## config.mk

```make
export PLATFORM = sky130hd
export DESIGN_NAME = irqwin_top
export DESIGN_NICKNAME = d
export VERILOG_FILES = /design/src/rtl/irqwin_pkg.sv /design/src/rtl/irqwin_ctrl.sv /design/src/rtl/irqwin_data.sv /design/src/rtl/irqwin_top.sv
export SDC_FILE = /design/constraint.sdc
export NUM_CORES = 2
export LEC_CHECK = 0
export BUFFER_PORTS_ARGS = -buffer_cell sky130_fd_sc_hd__buf_2
export CAP_MARGIN = 20
export CORE_AREA = 3 3 647 649
export CTS_BUF_LIST = sky130_fd_sc_hd__clkbuf_8
export CTS_CLUSTER_SIZE = 28
export DETAILED_ROUTE_END_ITERATION = 7
export DIE_AREA = 0 0 650 652
export PLACE_DENSITY = 0.43
export SETUP_SLACK_MARGIN = 0.4
export SYNTH_ARGS = -nofsm -noshare
export SYNTH_HDL_FRONTEND = slang
export SYNTH_SLANG_ARGS = --single-unit
```

## constraint.sdc

```tcl
create_clock -name clk -period 4.8 [get_ports clk]
set_input_delay 0.24 -clock clk [delete_from_list [all_inputs] [get_ports clk]]
set_output_delay 0.24 -clock clk [all_outputs]
set_load 0.005 [all_outputs]
```

## src/rtl/irqwin_pkg.sv

```systemverilog
package irqwin_pkg;

  localparam logic [7:0] OFF_INDEX  = 8'h00;
  localparam logic [7:0] OFF_WINDOW = 8'h10;

  localparam logic [7:0] IDX_IDENT = 8'h00;
  localparam logic [7:0] IDX_CAPS  = 8'h01;
  localparam logic [7:0] IDX_IDCPY = 8'h02;
  localparam logic [7:0] IDX_TABLE = 8'h10;

  localparam int unsigned FLD_RIRR = 14;
  localparam int unsigned FLD_MASK = 16;
  localparam int unsigned ID_LSB   = 24;

  localparam logic [63:0] ENTRY_RESET = 64'(1) << FLD_MASK;

  typedef enum logic [2:0] {
    KIND_IDENT,
    KIND_CAPS,
    KIND_IDCPY,
    KIND_ENTRY,
    KIND_NONE
  } winKind_e;

  // Strobes from control to datapath
  typedef struct packed {
    logic       selRd;
    logic       winWr;
    logic       winRd;
    logic       idleRd;
    winKind_e   kind;
    logic       hiHalf;
    logic [6:0] entryNum;
    logic [7:0] selVal;
  } winStrobe_t;

endpackage

```

## src/rtl/irqwin_ctrl.sv

```systemverilog
module irqwin_ctrl
  import irqwin_pkg::*;
#(
  parameter int unsigned NUM_PINS = 24,
  parameter int unsigned ADDR_W   = 12
) (
  input  logic              clk,
  input  logic              rstN,
  input  logic              wrEn,
  input  logic              rdEn,
  input  logic [ADDR_W-1:0] addr,
  input  logic [7:0]        wrByte,
  output winStrobe_t        strb
);

  localparam logic [31:0] ENTRY_LIMIT = 32'(IDX_TABLE) + 32'(2 * NUM_PINS);

  logic [7:0] selReg;
  logic [7:0] off;
  logic [7:0] relIdx;
  logic       unusedAddrHi;
  logic       hitIndex;
  logic       hitWindow;
  winKind_e   kind;

  assign off          = addr[7:0];
  assign unusedAddrHi = ^addr[ADDR_W-1:8];
  assign hitIndex     = (off == OFF_INDEX);
  assign hitWindow    = (off == OFF_WINDOW);
  assign relIdx       = selReg - IDX_TABLE;

  always_ff @(posedge clk or negedge rstN) begin
    if (!rstN) begin
      selReg <= 8'h00;
    end else if (wrEn && hitIndex) begin
      selReg <= wrByte;
    end
  end

  always_comb begin
    if (selReg == IDX_IDENT) begin
      kind = KIND_IDENT;
    end else if (selReg == IDX_CAPS) begin
      kind = KIND_CAPS;
    end else if (selReg == IDX_IDCPY) begin
      kind = KIND_IDCPY;
    end else if (selReg >= IDX_TABLE && 32'(selReg) < ENTRY_LIMIT) begin
      kind = KIND_ENTRY;
    end else begin
      kind = KIND_NONE;
    end
  end

  always_comb begin
    strb.selRd    = rdEn && hitIndex;
    strb.winWr    = wrEn && hitWindow;
    strb.winRd    = rdEn && hitWindow;
    strb.idleRd   = rdEn && !hitIndex && !hitWindow;
    strb.kind     = kind;
    strb.hiHalf   = selReg[0];
    strb.entryNum = relIdx[7:1];
    strb.selVal   = selReg;
  end

endmodule

```

## src/rtl/irqwin_data.sv

```systemverilog
module irqwin_data
  import irqwin_pkg::*;
#(
  parameter int unsigned NUM_PINS     = 24,
  parameter logic [7:0]  VERSION_CODE = 8'h11,
  localparam int unsigned PIN_W       = $clog2(NUM_PINS)
) (
  input  logic                     clk,
  input  logic                     rstN,
  input  winStrobe_t               strb,
  input  logic [31:0]              wrData,
  input  logic [NUM_PINS-1:0]      remoteIrrSet,
  output logic [31:0]              rdData,
  output logic [NUM_PINS*64-1:0]   entryFlat,
  output logic                     maskChg,
  output logic [PIN_W-1:0]         maskChgPin,
  output logic                     maskChgVal
);

  localparam logic [31:0] CAPS_WORD = {8'h00, 8'(NUM_PINS - 1), 8'h00, VERSION_CODE};

  logic [63:0]      tbl [NUM_PINS];
  logic [3:0]       identReg;
  logic [PIN_W-1:0] pinSel;
  logic             entryWr;
  logic             maskFlip;
  logic [63:0]      curEntry;
  logic [31:0]      winWord;
  logic [31:0]      rdNext;

  assign pinSel   = strb.entryNum[PIN_W-1:0];
  assign entryWr  = strb.winWr && (strb.kind == KIND_ENTRY);
  assign curEntry = tbl[pinSel];
  assign maskFlip = entryWr && !strb.hiHalf && (curEntry[FLD_MASK] != wrData[FLD_MASK]);

  // Table storage: set requests first, software writes override
  always_ff @(posedge clk or negedge rstN) begin
    if (!rstN) begin
      for (int i = 0; i < NUM_PINS; i++) begin
        tbl[i] <= ENTRY_RESET;
      end
    end else begin
      for (int i = 0; i < NUM_PINS; i++) begin
        if (remoteIrrSet[i]) begin
          tbl[i][FLD_RIRR] <= 1'b1;
        end
        if (entryWr && pinSel == PIN_W'(i)) begin
          if (strb.hiHalf) begin
            tbl[i][63:32] <= wrData;
          end else begin
            tbl[i][31:0]     <= wrData;
            tbl[i][FLD_RIRR] <= 1'b0;
          end
        end
      end
    end
  end

  always_ff @(posedge clk or negedge rstN) begin
    if (!rstN) begin
      identReg <= 4'h0;
    end else if (strb.winWr && strb.kind == KIND_IDENT) begin
      identReg <= wrData[ID_LSB+3:ID_LSB];
    end
  end

  always_comb begin
    case (strb.kind)
      KIND_IDENT, KIND_IDCPY: winWord = {4'h0, identReg, 24'h0};
      KIND_CAPS:              winWord = CAPS_WORD;
      KIND_ENTRY:             winWord = strb.hiHalf ? curEntry[63:32] : curEntry[31:0];
      default:                winWord = 32'hFFFF_FFFF;
    endcase
  end

  always_comb begin
    if (strb.selRd) begin
      rdNext = {24'h0, strb.selVal};
    end else if (strb.winRd) begin
      rdNext = winWord;
    end else begin
      rdNext = 32'h0;
    end
  end

  always_ff @(posedge clk or negedge rstN) begin
    if (!rstN) begin
      rdData <= 32'h0;
    end else if (strb.selRd || strb.winRd || strb.idleRd) begin
      rdData <= rdNext;
    end
  end

  always_ff @(posedge clk or negedge rstN) begin
    if (!rstN) begin
      maskChg    <= 1'b0;
      maskChgPin <= '0;
      maskChgVal <= 1'b0;
    end else begin
      maskChg <= maskFlip;
      if (maskFlip) begin
        maskChgPin <= pinSel;
        maskChgVal <= wrData[FLD_MASK];
      end
    end
  end

  for (genvar g = 0; g < NUM_PINS; g++) begin : g_flat
    assign entryFlat[g*64 +: 64] = tbl[g];
  end

endmodule

```

## src/rtl/irqwin_top.sv

```systemverilog
module irqwin_top
  import irqwin_pkg::*;
#(
  parameter int unsigned NUM_PINS     = 24,
  parameter int unsigned ADDR_W       = 12,
  parameter logic [7:0]  VERSION_CODE = 8'h11
) (
  input  logic                          clk,
  input  logic                          rstN,
  input  logic                          wrEn,
  input  logic                          rdEn,
  input  logic [ADDR_W-1:0]             addr,
  input  logic [31:0]                   wrData,
  output logic [31:0]                   rdData,
  input  logic [NUM_PINS-1:0]           remoteIrrSet,
  output logic [NUM_PINS*64-1:0]        entryFlat,
  output logic                          maskChg,
  output logic [$clog2(NUM_PINS)-1:0]   maskChgPin,
  output logic                          maskChgVal
);

  winStrobe_t strb;

  irqwin_ctrl #(
    .NUM_PINS (NUM_PINS),
    .ADDR_W   (ADDR_W)
  ) u_ctrl (
    .clk    (clk),
    .rstN   (rstN),
    .wrEn   (wrEn),
    .rdEn   (rdEn),
    .addr   (addr),
    .wrByte (wrData[7:0]),
    .strb   (strb)
  );

  irqwin_data #(
    .NUM_PINS     (NUM_PINS),
    .VERSION_CODE (VERSION_CODE)
  ) u_data (
    .clk          (clk),
    .rstN         (rstN),
    .strb         (strb),
    .wrData       (wrData),
    .remoteIrrSet (remoteIrrSet),
    .rdData       (rdData),
    .entryFlat    (entryFlat),
    .maskChg      (maskChg),
    .maskChgPin   (maskChgPin),
    .maskChgVal   (maskChgVal)
  );

endmodule

```

==> flow_summary_export.csv <==
group,metric,value,unit
worst_setup_path,rrSetupSlack,0.43,ns
worst_setup_path,end_kind,"flop",
yosys,seq_area_frac_synth,55.1,%
clock_tree,cts_sinks,1587,
detailed_routing,vias_per_cell,4.46,
cells_and_area,nets,6482,
clock_tree,cts_root_buffer,"clkbuf_8",
worst_setup_path,r2r_end,"u_data.rdData[29]",
detailed_routing,wirelength,485000,um
timing,worst_slew_pin_slew,1.13,ns
pwr,ir_drop,202,uV
worst_setup_path,arrival,5.22,ns
timing,setup_viol,0,
floorplanning,start_util,17.5,%
placed_design,hpwl,367000,um
worst_setup_path,required,5.65,ns
cells_and_area,area_growth_syn_to_layout,32.8,%
global_route,busiest_layer,"met2",
floorplanning,core,413000,um^2
worst_setup_path,max_stage_delay,0.76,ns
yosys,synthArstFlopShare,100,%
worst_setup_path,path_max_fanout,37,
timing,hold_viol_final,0,
worst_setup_path,worstRegToRegCells,9,
yosys,yosys.area.top_type,"dfrtp_1",
detailed_routing,dr.pass1.iters,7,
detailed_routing,post-route-drc-count,0,
floorplanning,fp.dieH,652,um
pwr,p_leak,48.9,nW
timing,relSlewSlack,24.7,%
timing,min_period_over_period,91.0,%
clock_tree,cts_tree,"yes",
floorplanning,fp.dieW,650,um
worst_setup_path,crit_buf_inv,4,
detailed_routing,drt-initial-drc-count,4594,
timing,max_freq,229,MHz
global_route,overflow,0,
worst_setup_path,crit_chain,"inv_1, ha_4, buf_4, nor2b_1, nand2b_2, buf_4, buf_4, o221ai_1, o21ai_0",
yosys,netlist_instances,4561,
yosys,ys.flop_type,"dfrtp_1",
global_route,use_met2,36.1,%
global_route,use_met3,6.69,%
worst_setup_path,crit_type,"flop to flop",
yosys,yosys.cell_types.count,61,
global_route,antenna_found_initial,69,
yosys,synth_area_leaders,"dfrtp_1 (54%), mux2_2 (23%), mux4_2 (13%), mux2i_1 (1.3%), buf_2 (1.2%)",
detailed_routing,routedWlPerCell,40.0,um
worst_setup_path,cpMaxStageDelayCell,"nor2b_1",
global_route,grt_pass1_vias,55882,
yosys,yosysTopAreaCellShare,54.2,%
placed_design,io_buffers,1642,
pwr,pwr_density_cell,309,nW/um^2
worst_setup_path,r2r_start,"u_ctrl.selReg[5]",
global_route,grt_usage,22.2,%
timing,rsz0062_at_grt,"false",
timing,finalCriticalPeriod,4.37,ns
clock_tree,clock_latency,1.06,ns
outcome,status,"completed",
floorplanning,rows,236,
global_route,grt_pass1_wl,620000,um
clock_tree,clk_pin_slew_worst_paths,0.06,ns
yosys,syn_area,72100,um^2
timing,hold_ws,0.119,ns
detailed_routing,postRouteAntennaNets,0,
clock_tree,numCtsBuffers,320,
yosys,ys_seq_elements,1587,
worst_setup_path,critPathLaunchType,"flop",
yosys,synthTopCellsByCount,"dfrtp_1 (1563), mux2_2 (1482), mux4_2 (401), clkbuf_1 (216), buf_2 (170)",
yosys,synth_most_common_cell,"dfrtp_1",
yosys,syn_avg_cell_area,15.8,um^2
min_path,min_path_type,"input port to async pin",
cells_and_area,drive_above_1_share,64.8,%
yosys,synth-edff-count,0,
timing,fin_worst_skew,0.0789,ns
floorplanning,io_pins,1647,
job,cap_violations,0,
placed_design,gp_congestion,0.878,
yosys,syn_nets,4636,
worst_setup_path,crit_top_cell,"buf_4",
timing,slew_violations,0,
clock_tree,cts_buffer_depth,4,
clock_tree,cts_htree_levels,5,
global_route,grt_util_met1,27.5,%
global_route,grt_max_degree,148,
detailed_routing,num_vias,54145,
worst_setup_path,critical-path-top-delay-family,"simple AND/OR/NAND/NOR gates",
yosys,ys_warn_count,0,
floorplanning,die_area,424000,um^2
timing,finalSetupTns,0,ns
-- through the flow --
stage                     instances  instance area [um^2]  util [%]  setup slack (ns)  power, mW
after floorplan                4561                 72100         -              1.33       14.2
after detailed placement      11460                 88200      21.3             0.484       15.1
after global placement        11459                 88200      21.3             0.515       15.1
final                         12141                 95800      23.2             0.431       29.5
after global routing          12126                 95700      23.2             0.466       30.6
after CTS                     12118                 95600      23.1             0.490       30.1
-- worst register-to-register path: stages (launching register included) --
cell and delay (ns):
dfrtp_1 0.38, inv_1 0.12, ha_4 0.75, buf_4 0.31
nor2b_1 0.77, nand2b_2 0.47, buf_4 0.38, buf_4 0.22
o221ai_1 0.59, o21ai_0 0.23
-- cell usage in the layout, fill, tap and decap left out, types with 8 or more instances in the layout --
master / count
nand3_4: 32
and3_1: 9
buf_2: 1639
a22oi_1: 24
nor3_4: 16
inv_1: 140
dfrtp_1: 1558
o21a_1: 17
bufinv_16: 10
o21ai_0: 46
nor3_1: 18
dlygate4sd3_1: 92
clkinv_2: 25
diode_2: 16
nand3_1: 13
mux2i_1: 95
o31ai_1: 10
buf_12: 65
mux2_1: 49
a221oi_1: 17
a2111oi_0: 8
dfstp_2: 24
mux4_2: 401
mux2_2: 1482
a21oi_1: 23
o221ai_1: 21
buf_4: 177
nand2_1: 38
nor2_1: 52
nor2b_1: 35
clkbuf_8: 378
a31oi_1: 10
-- report_power, final --
group          leakage, nW  internal, mW  switching, mW
Clock                 3.76          7.77           6.90
Sequential            21.9          13.4         0.0328
Combinational         23.2         0.362           1.09
Total                 48.9          21.5           8.02
-- state kept, by name, summed over array words and instances (netlist names) --
signal,cells
u_data.maskChgVal,1
u_ctrl.selReg,8
u_data.entryFlat,1536
u_data.rdData,32
u_data.maskChg,1
u_data.maskChgPin,5
u_data.identReg,4
-- cells by family after synthesis --
kind of cell	Yosys count	share of synthesized area, %
xor+xnor	1	0.0121
simple gates	257	2.03
buf+inv	473	2.98
flops	1587	55.1
compound gates	213	2.07
fa+ha+maj	3	0.0521
mux	2027	37.7
-- worst max path at each step --
stage          slack (ns)  cells after the start                endpoint        startpoint
6_report             0.43                      9       u_data.rdData[29]  u_ctrl.selReg[5]
5_1_grt              0.47                      9       u_data.rdData[29]  u_ctrl.selReg[5]
4_1_cts              0.49                      9       u_data.rdData[29]  u_ctrl.selReg[5]
3_5_place_dp         0.48                      9       u_data.rdData[29]  u_ctrl.selReg[5]
3_3_place_gp         0.52                      9       u_data.rdData[29]  u_ctrl.selReg[4]
2_1_floorplan        1.33                     13  u_data.entryFlat[1474]  u_ctrl.selReg[4]
-- cell type report --
type | instances | area, um^2
antenna | 16 | 40.0
clock buffer | 378 | 5200
clock inverter | 188 | 1280
fill | 43873 | 317000
inverter | 21 | 78.8
multi-input combinational | 2501 | 30700
sequential | 1587 | 39800
tap | 5474 | 6850
timing repair buffer | 1976 | 11800
-- repair_timing --
action / CTS / global route
hold buffers: 92 / 1
hold endpoints to repair: 2359 / 48
setup buffers: 0 / 0
resized for setup: 0 / 0
-- routing by layer --
metal | part of all wire, % | up-vias
li1 | - | 20968
met1 | 40 | 29928
met2 | 47 | 2563
met3 | 8.3 | 670
met4 | 4.4 | 16
met5 | 0.020 | -
(Power assumes the default switching activity.)
